### config.mk
export PLATFORM = sky130hd
export DESIGN_NAME = qpc_unit
export DESIGN_NICKNAME = d
export VERILOG_FILES = /design/src/rtl/qpc_pkg.sv /design/src/rtl/qpc_infilt.sv /design/src/rtl/qpc_chan.sv /design/src/rtl/qpc_count.sv /design/src/rtl/qpc_unit.sv
export SDC_FILE = /design/constraint.sdc
export NUM_CORES = 1
export LEC_CHECK = 0
export CORE_MARGIN = 10
export CORE_UTILIZATION = 49
export DETAILED_ROUTE_END_ITERATION = 7
export GPL_ROUTABILITY_DRIVEN = 0
export PLACE_DENSITY = 0.75
export SKIP_CTS_REPAIR_TIMING = 1
export SLEW_MARGIN = 10
export SYNTH_ARGS = -nofsm -noshare
export SYNTH_HDL_FRONTEND = slang
export SYNTH_SLANG_ARGS = --single-unit
### constraint.sdc
create_clock -name clk -period 15.35 [get_ports clk]
set_input_delay 3.07 -clock clk [delete_from_list [all_inputs] [get_ports clk]]
set_output_delay 3.07 -clock clk [all_outputs]
set_load 0.02 [all_outputs]
### src/rtl/qpc_pkg.sv
// Shared types and register addresses for the quadrature pulse counter.
package qpc_pkg;

    // Action taken on a pulse-input edge.
    typedef enum logic [1:0] {
        EDGE_NONE  = 2'd0,
        EDGE_INC   = 2'd1,
        EDGE_DEC   = 2'd2,
        EDGE_NONE3 = 2'd3
    } edge_act_e;

    // Modifier chosen by the control-input level.
    typedef enum logic [1:0] {
        LVL_KEEP  = 2'd0,
        LVL_REV   = 2'd1,
        LVL_HOLD  = 2'd2,
        LVL_HOLD3 = 2'd3
    } lvl_act_e;

    // One channel's mode byte; the field positions match the register word.
    typedef struct packed {
        lvl_act_e  on_high;
        lvl_act_e  on_low;
        edge_act_e on_fall;
        edge_act_e on_rise;
    } chan_mode_t;

    localparam logic [2:0] ADDR_MODE  = 3'd0;
    localparam logic [2:0] ADDR_CTRL  = 3'd1;
    localparam logic [2:0] ADDR_LIMLO = 3'd2;
    localparam logic [2:0] ADDR_LIMHI = 3'd3;
    localparam logic [2:0] ADDR_COUNT = 3'd4;
    localparam logic [2:0] ADDR_STAT  = 3'd5;

    localparam logic [15:0] MODE_RESET = 16'h1916;
    localparam logic [15:0] CTRL_RESET = 16'h0502;

endpackage

### src/rtl/qpc_infilt.sv
// Input conditioner: a two-flop synchronizer followed by a stability filter.
// The output takes a new level only after the synchronized input has differed
// from it for THRESH consecutive cycles. A threshold of 0 behaves like 1.
// Assumes an idle-high input; all flops reset to 1.
module qpc_infilt #(
    parameter int FLT_W = 8
) (
    input  logic             clk,
    input  logic             rst_n,
    input  logic             raw,
    input  logic             en,
    input  logic [FLT_W-1:0] thresh,
    output logic             filt
);
    logic             s1, s2;
    logic [FLT_W-1:0] run;

    // Synchronize the raw pin, then qualify level changes against the threshold.
    always_ff @(posedge clk) begin
        if (!rst_n) begin
            s1   <= 1'b1;
            s2   <= 1'b1;
            filt <= 1'b1;
            run  <= '0;
        end else begin
            s1 <= raw;
            s2 <= s1;
            if (!en) begin
                filt <= s2;
                run  <= '0;
            end else if (s2 == filt) begin
                run <= '0;
            end else if (({1'b0, run} + (FLT_W+1)'(1)) >= {1'b0, thresh}) begin
                filt <= s2;
                run  <= '0;
            end else begin
                run <= run + FLT_W'(1);
            end
        end
    end
endmodule

### src/rtl/qpc_chan.sv
// One counting channel. It detects edges on its filtered pulse input, picks
// the edge action from its mode, and applies the modifier chosen by the
// current control level. The output is a signed step of -1, 0 or +1 for
// this cycle. Assumes both inputs are filtered, synchronous and idle-high.
module qpc_chan
    import qpc_pkg::*;
(
    input  logic              clk,
    input  logic              rst_n,
    input  logic              pulse,
    input  logic              ctrl,
    input  chan_mode_t        mode,
    output logic signed [1:0] step
);
    logic      pulse_d;
    edge_act_e act;
    lvl_act_e  lvl;

    // Remember the previous pulse level for edge detection.
    always_ff @(posedge clk) begin
        if (!rst_n) pulse_d <= 1'b1;
        else        pulse_d <= pulse;
    end

    // Resolve the edge action and the level modifier into a signed step.
    always_comb begin
        act = EDGE_NONE;
        if (pulse && !pulse_d)      act = mode.on_rise;
        else if (!pulse && pulse_d) act = mode.on_fall;
        lvl = ctrl ? mode.on_high : mode.on_low;
        step = 2'sd0;
        if (lvl == LVL_KEEP || lvl == LVL_REV) begin
            if (act == EDGE_INC) step = (lvl == LVL_KEEP) ? 2'sd1 : -2'sd1;
            if (act == EDGE_DEC) step = (lvl == LVL_KEEP) ? -2'sd1 : 2'sd1;
        end
    end
endmodule

### src/rtl/qpc_count.sv
// Saturating signed counter with sticky limit flags. It adds the net step
// of both channels, clamps the result to [lim_lo, lim_hi], and flags an
// update that lands on a limit. A hold input forces zero.
// Assumes lim_lo <= lim_hi.
module qpc_count #(
    parameter int CNT_W = 16
) (
    input  logic                    clk,
    input  logic                    rst_n,
    input  logic                    hold,
    input  logic signed [2:0]       net_step,
    input  logic signed [CNT_W-1:0] lim_lo,
    input  logic signed [CNT_W-1:0] lim_hi,
    input  logic [1:0]              clr_flags,
    output logic signed [CNT_W-1:0] count,
    output logic                    flag_hi,
    output logic                    flag_lo
);
    localparam int SUM_W = CNT_W + 2;

    logic signed [SUM_W-1:0] sum, lo_x, hi_x;
    logic signed [CNT_W-1:0] nxt;

    // Sign-extend, add the step and clamp to the limits.
    always_comb begin
        sum  = $signed({count[CNT_W-1], count[CNT_W-1], count})
             + $signed({{(SUM_W-3){net_step[2]}}, net_step});
        lo_x = $signed({lim_lo[CNT_W-1], lim_lo[CNT_W-1], lim_lo});
        hi_x = $signed({lim_hi[CNT_W-1], lim_hi[CNT_W-1], lim_hi});
        if (sum > hi_x)      nxt = lim_hi;
        else if (sum < lo_x) nxt = lim_lo;
        else                 nxt = sum[CNT_W-1:0];
    end

    // Update the count and the sticky flags; a flag set wins over its clear.
    always_ff @(posedge clk) begin
        if (!rst_n) begin
            count   <= '0;
            flag_hi <= 1'b0;
            flag_lo <= 1'b0;
        end else begin
            if (hold)               count <= '0;
            else if (net_step != 0) count <= nxt;
            flag_hi <= (flag_hi && !clr_flags[0]) || (!hold && net_step != 0 && nxt == lim_hi);
            flag_lo <= (flag_lo && !clr_flags[1]) || (!hold && net_step != 0 && nxt == lim_lo);
        end
    end
endmodule

### src/rtl/qpc_unit.sv
// Top of the two-channel quadrature pulse counter. It owns the register
// port, conditions both inputs, and wires the channels crosswise
// (channel 0: pulse A, control B; channel 1: pulse B, control A).
// Assumes CNT_W >= 16 so the mode and control words fit in one register.
module qpc_unit
    import qpc_pkg::*;
#(
    parameter int CNT_W = 16,
    parameter int FLT_W = 8
) (
    input  logic             clk,
    input  logic             rst_n,
    input  logic             in_a,
    input  logic             in_b,
    input  logic             cfg_we,
    input  logic [2:0]       cfg_addr,
    input  logic [CNT_W-1:0] cfg_wdata,
    input  logic [2:0]       rd_addr,
    output logic [CNT_W-1:0] rd_data
);
    localparam int NCH = 2;

    logic [15:0]             mode_q;
    logic [15:0]             ctrl_q;
    logic signed [CNT_W-1:0] lim_lo_q, lim_hi_q;
    logic [NCH-1:0]          raw_in, filt_in;
    logic signed [1:0]       ch_step [NCH];
    logic signed [2:0]       net_step;
    logic [1:0]              clr_flags;
    logic signed [CNT_W-1:0] cnt_val;
    logic                    flag_hi, flag_lo;
    logic                    ctl_hold;
    chan_mode_t              ch_mode [NCH];

    assign raw_in   = {in_b, in_a};
    assign ctl_hold = ctrl_q[0];
    assign ch_mode[0] = chan_mode_t'(mode_q[7:0]);
    assign ch_mode[1] = chan_mode_t'(mode_q[15:8]);

    // Configuration registers written through the strobe port.
    always_ff @(posedge clk) begin
        if (!rst_n) begin
            mode_q   <= MODE_RESET;
            ctrl_q   <= CTRL_RESET;
            lim_lo_q <= {1'b1, {(CNT_W-1){1'b0}}};
            lim_hi_q <= {1'b0, {(CNT_W-1){1'b1}}};
        end else if (cfg_we) begin
            case (cfg_addr)
                ADDR_MODE:  mode_q   <= cfg_wdata[15:0];
                ADDR_CTRL:  ctrl_q   <= cfg_wdata[15:0];
                ADDR_LIMLO: lim_lo_q <= cfg_wdata;
                ADDR_LIMHI: lim_hi_q <= cfg_wdata;
                default: ;
            endcase
        end
    end

    assign clr_flags = (cfg_we && cfg_addr == ADDR_STAT) ? cfg_wdata[1:0] : 2'b00;

    genvar gi;
    generate
        for (gi = 0; gi < NCH; gi++) begin : g_ch
            qpc_infilt #(.FLT_W(FLT_W)) u_flt (
                .clk    (clk),
                .rst_n  (rst_n),
                .raw    (raw_in[gi]),
                .en     (ctrl_q[1]),
                .thresh (ctrl_q[8 +: FLT_W]),
                .filt   (filt_in[gi])
            );
            qpc_chan u_chan (
                .clk   (clk),
                .rst_n (rst_n),
                .pulse (filt_in[gi]),
                .ctrl  (filt_in[NCH-1-gi]),
                .mode  (ch_mode[gi]),
                .step  (ch_step[gi])
            );
        end
    endgenerate

    assign net_step = {ch_step[0][1], ch_step[0]} + {ch_step[1][1], ch_step[1]};

    qpc_count #(.CNT_W(CNT_W)) u_cnt (
        .clk       (clk),
        .rst_n     (rst_n),
        .hold      (ctl_hold),
        .net_step  (net_step),
        .lim_lo    (lim_lo_q),
        .lim_hi    (lim_hi_q),
        .clr_flags (clr_flags),
        .count     (cnt_val),
        .flag_hi   (flag_hi),
        .flag_lo   (flag_lo)
    );

    // Readback multiplexer.
    always_comb begin
        rd_data = '0;
        case (rd_addr)
            ADDR_MODE:  rd_data[15:0] = mode_q;
            ADDR_CTRL:  rd_data[15:0] = ctrl_q;
            ADDR_LIMLO: rd_data = lim_lo_q;
            ADDR_LIMHI: rd_data = lim_hi_q;
            ADDR_COUNT: rd_data = cnt_val;
            ADDR_STAT:  rd_data[1:0] = {flag_lo, flag_hi};
            default: ;
        endcase
    end
endmodule

==> results.env, run 1 <==
NUM-FILL-CELLS=1560
SEQ_AREA_FRAC_SYNTH_PCT=26.4
CELLPOWERDENSITY_mW_PER_MM2=72.4
CRITICAL-PATH-TOP-CELL-BY-COUNT='sky130_fd_sc_hd__clkdlybuf4s50_1'
SYNTHCELLS=1052
DR_TOTAL_VIAS=7783
SYNTH_CELL_TYPES=70
POST_ROUTE_UTILIZATION_PCT=55.3
POST_SYNTH.CELL_AREA_AVG_UM2=7.64
DESIGN.DIE.AREA_MM2=0.0219
CP_DATA_ARRIVAL_TIME_NS=6.24
AREA_CONTRIBUTORS_POST_SYNTH='sky130_fd_sc_hd__dfxtp_1, sky130_fd_sc_hd__ha_1, sky130_fd_sc_hd__nand2_1, sky130_fd_sc_hd__a21oi_1, sky130_fd_sc_hd__a21boi_0'
MIN_PERIOD_NS=9.31
DRT-WIRELENGTH-PER-CELL_UM=19.4
FIRST_GLOBAL_VIAS=7375
CORE_REGION_AREA_MM2=0.0160
PEAK_PER_STAGE_DELAY_ON_THE_CRITICAL_PATH_NS=0.99
DRIVE_ABOVE_1_SHARE_PCT=3.97
PLACEMENTROWS=46
BOUNDARYPINS=43
MAXIMUM_NUMBER_OF_PINS_ON_ONE_NET_BEFORE_GLOBAL_ROUTE_REPAIR=78
SYN-NUM-NETS=1154
CRITICAL_PATH.CELL_CHAIN='clkdlybuf4s50_1, nor2b_1, a22oi_1, o22ai_1, clkdlybuf4s50_1'
REPORT.FINAL.HOLD_VIOL_COUNT=0
CTS_ROOT_BUF='sky130_fd_sc_hd__clkbuf_16'
DIE_WIDTH_UM=148
YOSYS.AREA.TOP_TYPE_SHARE_PCT=26.4
VDD_DROP_MAX_mV=0.0623
CTS_MAX_PATH_BUFFERS=2
DP.CELLS=1259
FINAL_NETS=1156
POST_SYNTH_INSTANCE_AREA_MM2=0.00804
CLOCK-SINKS=106
SETUP.WORST_PATH.START_CLASS='input pin'
TIMING.HOLD.WORST.CLASS='register to register'
GRT_ANTENNA_BEFORE_REPAIR=0
CELLLEAKAGEPOWER_uW=0.00363
CLOCK_TREE.HTREE_LEVEL_COUNT=3
WORST_SETUP_PATH_END_KIND='primary output'
FF_LATCH_AREA_MM2=0.00212
TIMING.FINAL.SETUP_VIOLATIONS=0
MAX_CAP_VIOL_COUNT=0
WORST_SETUP_HOLD_PATH_CLK_SLEW_NS=0.07
LAYOUT.CELLS.MOST_COMMON_LIST='sky130_fd_sc_hd__nand2_1, sky130_fd_sc_hd__dfxtp_1, sky130_fd_sc_hd__nor2_1'
FINALCLOCKSKEW_NS=0.0132
YS.WARNINGS.COUNT=0
SETUP_TNS_NS=0
OUTCOME='complete, no violations'
FINAL_MAX_SLEW_VIOL_COUNT=0
MAX_SLEW_MARGIN_PCT=23.0
R2R-START='g_ch[0].u_flt.filt'
CRITPATHBUFINV=2
NUM_ANTENNA_CELLS=0
REMAINING_DRC_ERRORS=0
CRIT_PATH_TOP_DELAY_CELL='sky130_fd_sc_hd__clkdlybuf4s50_1'
DETAILED_PLACE.AREA_MM2=0.00855
ANT_NETS=0
MAX_FREQ_MHz=107
MULTIINPUTGATEAREA_MM2=0.00545
SYNTH_EDF_COUNT=0
AREAGROWTHSYNTHTOFINISH_PCT=10.1
SYNTH-ASYNC-RESET-RATIO_PCT=0
HOLDCRITSTARTPOINT='g_ch[0].u_flt.s1'
GRT_FIRST_PASS_WIRELENGTH_MM=39.2
ROUTE.DETAILED.VIAS_PER_INST=6.10
CTS_BUFFERS=9
WORST_SLEW_PIN_SLEW_NS=1.15
DOMINANTREGCELLSYNTH='sky130_fd_sc_hd__dfxtp_1'
FINALCRITPERIODSHARE_PCT=60.6
PORT-BUFFER-COUNT=42
CTS_TREE='yes'
YS_FF_LATCH=106
DIE_H_UM=148
PATH_DELAY_FAMILY='buffers and inverters'
DRT-PASS1-ITER-COUNT=5
WORST_SETUP_PATH_STARTPOINT='rd_addr[2]'
LAYOUT.CELLS.NON_FILLER=1275
MOST_FREQUENT_STANDARD_CELL_IN_THE_LAYOUT_EXCLUDING_FILL_AND_TAP_CELLS='sky130_fd_sc_hd__nand2_1'
SETUP_REPAIR_AFTER_GLOBAL_ROUTING_MISSED_ITS_MARGIN='no'
GRT_REMAINING_OVERFLOW=0
MAXIMUM_FANOUT_ALONG_THE_WORST_PATH=22
TIMING.CRITICAL_PATH.REQUIRED_NS=12.28
OVERALL_POWER_AFTER_LAYOUT_uW=640
GRT_USE_TOTAL_PCT=21.9
DP_HPWL_MM=18.8
NETLIST.TOP_CELL.BY_AREA='sky130_fd_sc_hd__dfxtp_1'
WORST_SKEW_LATE_LATENCY_NS=0.35
START_UTIL_PCT=50.3
DRT-INITIAL-DRC-COUNT=820
ROUTE.FINAL.WIRE_LENGTH_MM=24.7
FINISH.INSTANCE_AREA_MM2=0.00885
WORSTSETUPPATHTYPE='input pin to primary output'
worst paths after layout:
| kind | slack (ns) | end | cells past startpoint |
|---|---|---|---|
| hold reg to reg | 0.41 | g_ch[0].u_flt.s2 | 1 |
| setup reg to reg | 7.30 | u_cnt.flag_lo | 26 |
| hold / removal | 0.41 | g_ch[0].u_flt.s2 | 1 |
| setup / recovery | 6.04 | rd_data[0] | 5 |
synthesized netlist by cell type, types with 3 or more instances:
master                      number
sky130_fd_sc_hd__nor2_1         82
sky130_fd_sc_hd__and2_1          3
sky130_fd_sc_hd__nand2b_1       16
sky130_fd_sc_hd__ha_1           72
sky130_fd_sc_hd__a21o_1         17
sky130_fd_sc_hd__a21oi_1        75
sky130_fd_sc_hd__xor2_1         17
sky130_fd_sc_hd__a22oi_1        15
sky130_fd_sc_hd__mux2_2          3
sky130_fd_sc_hd__fa_1            3
sky130_fd_sc_hd__o2111ai_1       3
sky130_fd_sc_hd__nor2b_1        25
sky130_fd_sc_hd__o22ai_1        15
sky130_fd_sc_hd__o21ai_0        22
sky130_fd_sc_hd__a31oi_1         4
sky130_fd_sc_hd__and3_1          8
sky130_fd_sc_hd__nor3b_1         6
sky130_fd_sc_hd__a22o_1          4
sky130_fd_sc_hd__dfxtp_1       106
sky130_fd_sc_hd__nand3_1        36
sky130_fd_sc_hd__inv_1          63
sky130_fd_sc_hd__a32oi_1         3
sky130_fd_sc_hd__a21boi_0       41
sky130_fd_sc_hd__nand2_1       156
sky130_fd_sc_hd__o21a_1          9
sky130_fd_sc_hd__nor3_1         18
sky130_fd_sc_hd__xnor2_1        34
sky130_fd_sc_hd__clkbuf_1       45
sky130_fd_sc_hd__nand4_1        13
sky130_fd_sc_hd__buf_2           9
sky130_fd_sc_hd__o21ai_1         5
sky130_fd_sc_hd__a211oi_1       13
sky130_fd_sc_hd__mux2i_1        28
sky130_fd_sc_hd__o211ai_1       27
sky130_fd_sc_hd__nor4_1          5
sky130_fd_sc_hd__o41ai_1         3
per-stage QoR:
stage | hold WS (ns) | setup WS [ns]
after floorplan | 0.386 | 7.90
after global routing | 0.444 | 5.83
after detailed placement | 0.393 | 6.18
final | 0.409 | 6.04
after CTS | 0.410 | 6.17
after global placement | 0.388 | 6.19
cell families after synthesis:
| family | count (synthesis) | share of synthesized area [%] |
|---|---|---|
| flip-flops | 106 | 26.4 |
| buffers and inverters | 122 | 5.94 |
| adder cells (fa/ha/maj) | 75 | 11.9 |
| XOR/XNOR | 53 | 6.10 |
| AND/OR/NAND/NOR | 385 | 22.3 |
| multiplexers | 31 | 3.91 |
| AO/OA/AOI/OAI | 280 | 23.4 |
layer usage:
metal  track usage, %  share of wire, %  vias up
met5                0                 0        -
met4             10.2               4.7        0
met3             3.85               7.7       76
met2             34.9                45      356
met1             28.1                42     3636
li1                 -                 -     3715
area by class of cell:
| type | count | share of cell area, % |
|---|---|---|
| Clock buffer | 11 | 2.86 |
| Clock inverter | 5 | 0.495 |
| Inverter | 63 | 2.67 |
| Multi-Input combinational cell | 824 | 61.6 |
| Sequential cell | 106 | 24.0 |
| Tap cell | 216 | 3.05 |
| Timing Repair Buffer | 50 | 5.37 |
registers in the layout (all words and copies together), names as in the netlist:
register,count
g_ch.u_flt.s1,2
g_ch.u_chan.pulse_d,2
u_cnt.flag_hi,1
ctrl_q,16
lim_lo_q,16
mode_q,16
g_ch.u_flt.filt,2
u_cnt.flag_lo,1
g_ch.u_flt.s2,2
lim_hi_q,16
g_ch.u_flt.run,16
u_cnt.count,16
power by group:
part	switching, uW	internal, uW
Combinational	74.2	47.1
Sequential	8.81	281
Clock	108	121
No activity file was read; power rests on OpenSTA's default activity.
==> run 2, diff against run 1 <==
==> constraint.sdc (replaced) <==
create_clock -name clk -period 9.6 [get_ports clk]
set_input_delay 1.92 -clock clk [delete_from_list [all_inputs] [get_ports clk]]
set_output_delay 1.92 -clock clk [all_outputs]
set_load 0.02 [all_outputs]
==> results.env, run 2 (synthesis results as in run 1) <==
CELLLEAKAGEPOWER_uW=0.00363
CTS_BUFFERS=9
POST_ROUTE_UTILIZATION_PCT=55.5
PLACEMENTROWS=46
MAXIMUM_NUMBER_OF_PINS_ON_ONE_NET_BEFORE_GLOBAL_ROUTE_REPAIR=78
DRIVE_ABOVE_1_SHARE_PCT=4.06
DP_HPWL_MM=19.6
NUM-FILL-CELLS=1523
SHARE_COMB_OF_TOTAL_POWER_PCT=19.2
FF_LATCH_AREA_MM2=0.00212
WORST_SETUP_HOLD_PATH_CLK_SLEW_NS=0.08
ROUTE.FINAL.WIRE_LENGTH_MM=25.7
P_SEQ_SHARE_PCT=44.4
DR_TOTAL_VIAS=7893
LAYOUT.CELLS.MOST_COMMON_LIST='sky130_fd_sc_hd__nand2_1, sky130_fd_sc_hd__dfxtp_1, sky130_fd_sc_hd__nor2_1'
CRIT_PATH_TOP_DELAY_CELL='sky130_fd_sc_hd__o21a_1'
FIRST_GLOBAL_VIAS=7428
SETUP_TNS_NS=0
WORSTSETUPPATHTYPE='register to register'
FINAL_MAX_SLEW_VIOL_COUNT=0
VDD_DROP_MAX_mV=0.106
WORST_SKEW_LATE_LATENCY_NS=0.35
MULTIINPUTGATEAREA_MM2=0.00545
DIE_H_UM=148
HOLD-WORST-SLACK_NS=0.423
AREAGROWTHSYNTHTOFINISH_PCT=10.3
CELLPOWERDENSITY_mW_PER_MM2=117
CRITICAL-PATH-TOP-CELL-BY-COUNT='sky130_fd_sc_hd__ha_1'
GRT_FIRST_PASS_WIRELENGTH_MM=40.0
FINAL_NETS=1157
MAX_CAP_VIOL_COUNT=0
CRITPATHBUFINV=2
CORE_REGION_AREA_MM2=0.0160
TIMING.FINAL.SETUP_VIOLATIONS=0
FINALCRITPERIODSHARE_PCT=79.6
ANT_NETS=0
MAX_FREQ_MHz=131
CLOCK_TREE.HTREE_LEVEL_COUNT=3
POWER.SWITCHING_uW=329
MAXIMUM_FANOUT_ALONG_THE_WORST_PATH=30
REPORT.FINAL.HOLD_VIOL_COUNT=0
OUTCOME='complete, no violations'
CTS_MAX_PATH_BUFFERS=2
GRT_REMAINING_OVERFLOW=0
DIE_WIDTH_UM=148
DRT-WIRELENGTH-PER-CELL_UM=20.1
TIMING.CRITICAL_PATH.REQUIRED_NS=9.88
START_UTIL_PCT=50.3
CLOCK-SINKS=106
MAX_SLEW_MARGIN_PCT=25.7
INTERNAL_POWER_uW=711
WORST_SLEW_PIN_SLEW_NS=1.11
GRT_ANTENNA_BEFORE_REPAIR=1
MOST_FREQUENT_STANDARD_CELL_IN_THE_LAYOUT_EXCLUDING_FILL_AND_TAP_CELLS='sky130_fd_sc_hd__nand2_1'
PATH_DELAY_FAMILY='compound AO/OA/AOI/OAI gates'
PORT-BUFFER-COUNT=42
MIN_PERIOD_NS=7.64
SETUP.WORST_PATH.START_CLASS='register'
CTS_ROOT_BUF='sky130_fd_sc_hd__clkbuf_16'
DESIGN.DIE.AREA_MM2=0.0219
WORST_SETUP_PATH_END_KIND='register'
CP_DATA_ARRIVAL_TIME_NS=7.92
SETUP_REPAIR_AFTER_GLOBAL_ROUTING_MISSED_ITS_MARGIN='no'
ROUTE.DETAILED.VIAS_PER_INST=6.18
TIMING.HOLD.WORST.CLASS='register to register'
PEAK_PER_STAGE_DELAY_ON_THE_CRITICAL_PATH_NS=0.87
DRT-INITIAL-DRC-COUNT=962
FINALCLOCKSKEW_NS=0.0144
GRT_USE_TOTAL_PCT=22.6
DRT-PASS1-ITER-COUNT=6
REMAINING_DRC_ERRORS=0
BOUNDARYPINS=43
SWITCHING_SHARE_PCT=31.6
CTS_TREE='yes'
POWER.CLOCK.FRACTION_PCT=36.4
run 2: cell types whose count changed in the layout (fill, tap and decap cells not counted), sizes merged:
cell / previous run / this run
clkinvlp: 0 / 1
diode: 0 / 1
buf: 9 / 10
clkbuf: 11 / 9
clkinv: 2 / 3
run 2: final cells by class:
cell class | instances | share of cell area, %
multi-input cells | 824 | 61.4
flip-flops and latches | 106 | 23.9
repair buffers | 51 | 5.44
well taps | 216 | 3.05
inverters | 63 | 2.66
clock buffers | 9 | 2.54
clock inverters | 7 | 0.959
diodes | 1 | 0.0282
run 2: path summary, 6_finish.rpt:
path / from / endpoint / slack (ns) / cells after the start
max: g_ch[1].u_flt.filt / u_cnt.flag_hi / 1.96 / 28
min reg2reg: g_ch[0].u_flt.s1 / g_ch[0].u_flt.s2 / 0.42 / 1
min: g_ch[0].u_flt.s1 / g_ch[0].u_flt.s2 / 0.42 / 1
max reg2reg: g_ch[1].u_flt.filt / u_cnt.flag_hi / 1.96 / 28
run 2: power by group through the flow:
stage	Combinational [uW]	Sequential [uW]	Clock, uW
3_5_place_dp	193	472	0
2_1_floorplan	131	466	0
5_1_grt	215	463	399
6_report	200	462	378
3_3_place_gp	191	472	0
4_1_cts	194	462	381
run 2: layer usage:
layer,global-route usage (%),vias to the layer above,wire (um)
met4,10.5,2,1250
met1,28.3,3659,10400
met5,0,-,17
met3,5.34,90,2310
met2,36.0,415,11700
li1,-,3727,-
run 2: through the flow:
stage          setup slack, ns  total power (uW)  std cells  area, um^2
2_1_floorplan             3.37               597       1052        8040
3_3_place_gp              2.46               663       1260        8560
3_5_place_dp              2.11               665       1260        8560
4_1_cts                   2.07              1040       1276        8870
5_1_grt                   1.43              1080       1276        8870
6_report                  1.96              1040       1277        8870
==> run 3, diff against run 2 <==
==> constraint.sdc (replaced) <==
create_clock -name clk -period 7.28 [get_ports clk]
set_input_delay 1.456 -clock clk [delete_from_list [all_inputs] [get_ports clk]]
set_output_delay 1.456 -clock clk [all_outputs]
set_load 0.02 [all_outputs]
==> results.env, run 3 (synthesis results as in run 1) <==
WORST_SKEW_LATE_LATENCY_NS=0.36
GRT_FIRST_PASS_WIRELENGTH_MM=40.5
WORST_SETUP_PATH_END_KIND='register'
ROUTE.DETAILED.VIAS_PER_INST=6.15
LAYOUT.CELLS.NON_FILLER=1285
TIMING.FINAL.SETUP_VIOLATIONS=0
ROUTE.LAYER.MET1.WL_MM=10.3
GRT_USE_TOTAL_PCT=22.8
DRT-PASS1-ITER-COUNT=6
SETUP_TNS_NS=0
FINALCRITPERIODSHARE_PCT=93.7
POST-ROUTE-WORST-SETUP-SLACK_NS=0.459
BOUNDARYPINS=43
FINAL_MAX_SLEW_VIOL_COUNT=0
NUM-FILL-CELLS=1565
PEAK_PER_STAGE_DELAY_ON_THE_CRITICAL_PATH_NS=0.58
GRT_REMAINING_OVERFLOW=0
CTS_ROOT_BUF='sky130_fd_sc_hd__clkbuf_16'
DETAILED_PLACE.AREA_MM2=0.00863
FIRST_GLOBAL_VIAS=7698
CTS_BUFFERS=9
CRIT_PATH_TOP_DELAY_CELL='sky130_fd_sc_hd__or4_1'
OUTCOME='complete, no violations'
ROUTE.FINAL.WIRE_LENGTH_MM=25.3
DR_TOTAL_VIAS=7898
START_UTIL_PCT=50.3
FINAL_NETS=1166
DRIVE_ABOVE_1_SHARE_PCT=5.61
CLOCK-SINKS=106
REMAINING_DRC_ERRORS=0
VDD_DROP_MAX_mV=0.120
WORST_SETUP_HOLD_PATH_CLK_SLEW_NS=0.08
DESIGN.DIE.AREA_MM2=0.0219
LAYOUT.CELLS.MOST_COMMON_LIST='sky130_fd_sc_hd__nand2_1, sky130_fd_sc_hd__dfxtp_1, sky130_fd_sc_hd__nor2_1'
CP_DATA_ARRIVAL_TIME_NS=7.11
DP.CELLS=1269
MAX_SLEW_MARGIN_PCT=25.6
DP_SLACK_NS=0.361
DIE_H_UM=148
ANT_NETS=0
CTS_MAX_PATH_BUFFERS=2
TIMING.CRITICAL_PATH.REQUIRED_NS=7.57
ROUTED-WL-MET3_MM=2.31
AREAGROWTHSYNTHTOFINISH_PCT=11.5
CELLPOWERDENSITY_mW_PER_MM2=154
WL_MET2_MM=11.5
CELLLEAKAGEPOWER_uW=0.00368
CORE_REGION_AREA_MM2=0.0160
HOLD-WORST-SLACK_NS=0.422
MOST_FREQUENT_STANDARD_CELL_IN_THE_LAYOUT_EXCLUDING_FILL_AND_TAP_CELLS='sky130_fd_sc_hd__nand2_1'
PORT-BUFFER-COUNT=42
DP_HPWL_MM=19.6
MAX_CAP_VIOL_COUNT=0
HIGHEST_ROUTED_METAL_LAYER='met4'
WORST_SLEW_PIN_SLEW_NS=1.11
DRT-INITIAL-DRC-COUNT=987
DRT-WIRELENGTH-PER-CELL_UM=19.7
SETUP_REPAIR_AFTER_GLOBAL_ROUTING_MISSED_ITS_MARGIN='no'
MULTIINPUTGATEAREA_MM2=0.00547
TIMING.HOLD.WORST.CLASS='register to register'
REPORT.FINAL.HOLD_VIOL_COUNT=0
FINALCLOCKSKEW_NS=0.0148
GRT_ANTENNA_BEFORE_REPAIR=0
FF_LATCH_AREA_MM2=0.00212
CLOCK_TREE.HTREE_LEVEL_COUNT=3
CTS_TREE='yes'
MAXIMUM_FANOUT_ALONG_THE_WORST_PATH=7
MAX_FREQ_MHz=147
SETUP.WORST_PATH.START_CLASS='register'
DIE_WIDTH_UM=148
FINISH.INSTANCE_AREA_MM2=0.00897
WORSTSETUPPATHTYPE='register to register'
MIN_PERIOD_NS=6.82
NUM_ANTENNA_CELLS=0
MAXIMUM_NUMBER_OF_PINS_ON_ONE_NET_BEFORE_GLOBAL_ROUTE_REPAIR=78
CRITICAL-PATH-TOP-CELL-BY-COUNT='sky130_fd_sc_hd__a21oi_1'
PLACEMENTROWS=46
-- run 3: cell types whose count changed in the layout (fill, tap and decap cells not counted), moves of 2 or more --
cell / change
sky130_fd_sc_hd__dfxtp_1: -2
sky130_fd_sc_hd__dfxtp_2: +2
sky130_fd_sc_hd__inv_6: -2
sky130_fd_sc_hd__inv_8: +3
sky130_fd_sc_hd__buf_4: +9
-- run 3: path summary, 6_finish.rpt --
| kind | slack, ns | end | from | cells past startpoint |
|---|---|---|---|---|
| hold reg to reg | 0.42 | g_ch[0].u_flt.s2 | g_ch[0].u_flt.s1 | 1 |
| setup / recovery | 0.46 | u_cnt.flag_hi | g_ch[0].u_flt.filt | 28 |
| hold / removal | 0.42 | g_ch[0].u_flt.s2 | g_ch[0].u_flt.s1 | 1 |
| setup reg to reg | 0.46 | u_cnt.flag_hi | g_ch[0].u_flt.filt | 28 |
-- run 3: per-stage QoR --
stage,utilization (%),power (uW)
after floorplan,-,787
after global placement,53.9,877
after detailed placement,53.9,880
after CTS,55.9,1380
after global routing,56.0,1430
final,56.0,1380
-- run 3: worst max-delay path: cells and delay by family (launching register included) --
kind                       cells  cell delay, ns
AOI/OAI and AO/OA             11            2.20
adders and majority gates      4            1.59
buffers and inverters          2            0.16
DFF                            1            0.40
and+or+nand+nor               11            2.39
-- run 3: per-layer routing --
metal	up-vias	global-route usage (%)
li1	3738	-
met1	3619	28.4
met2	447	36.7
met3	94	4.67
met4	0	11.3
met5	-	0
-- run 3: report_power, final --
part           internal, uW  switching, uW  total [uW]
clock network           249            256         504
logic                   104            164         268
registers               592           17.5         610
-- run 3: area by class of cell --
| class | count | area share [%] |
|---|---|---|
| inverters | 63 | 2.64 |
| repair buffers | 60 | 6.14 |
| well taps | 216 | 3.01 |
| clock buffers | 9 | 2.51 |
| flip-flops and latches | 106 | 23.7 |
| multi-input cells | 824 | 61.0 |
| clock inverters | 7 | 0.963 |
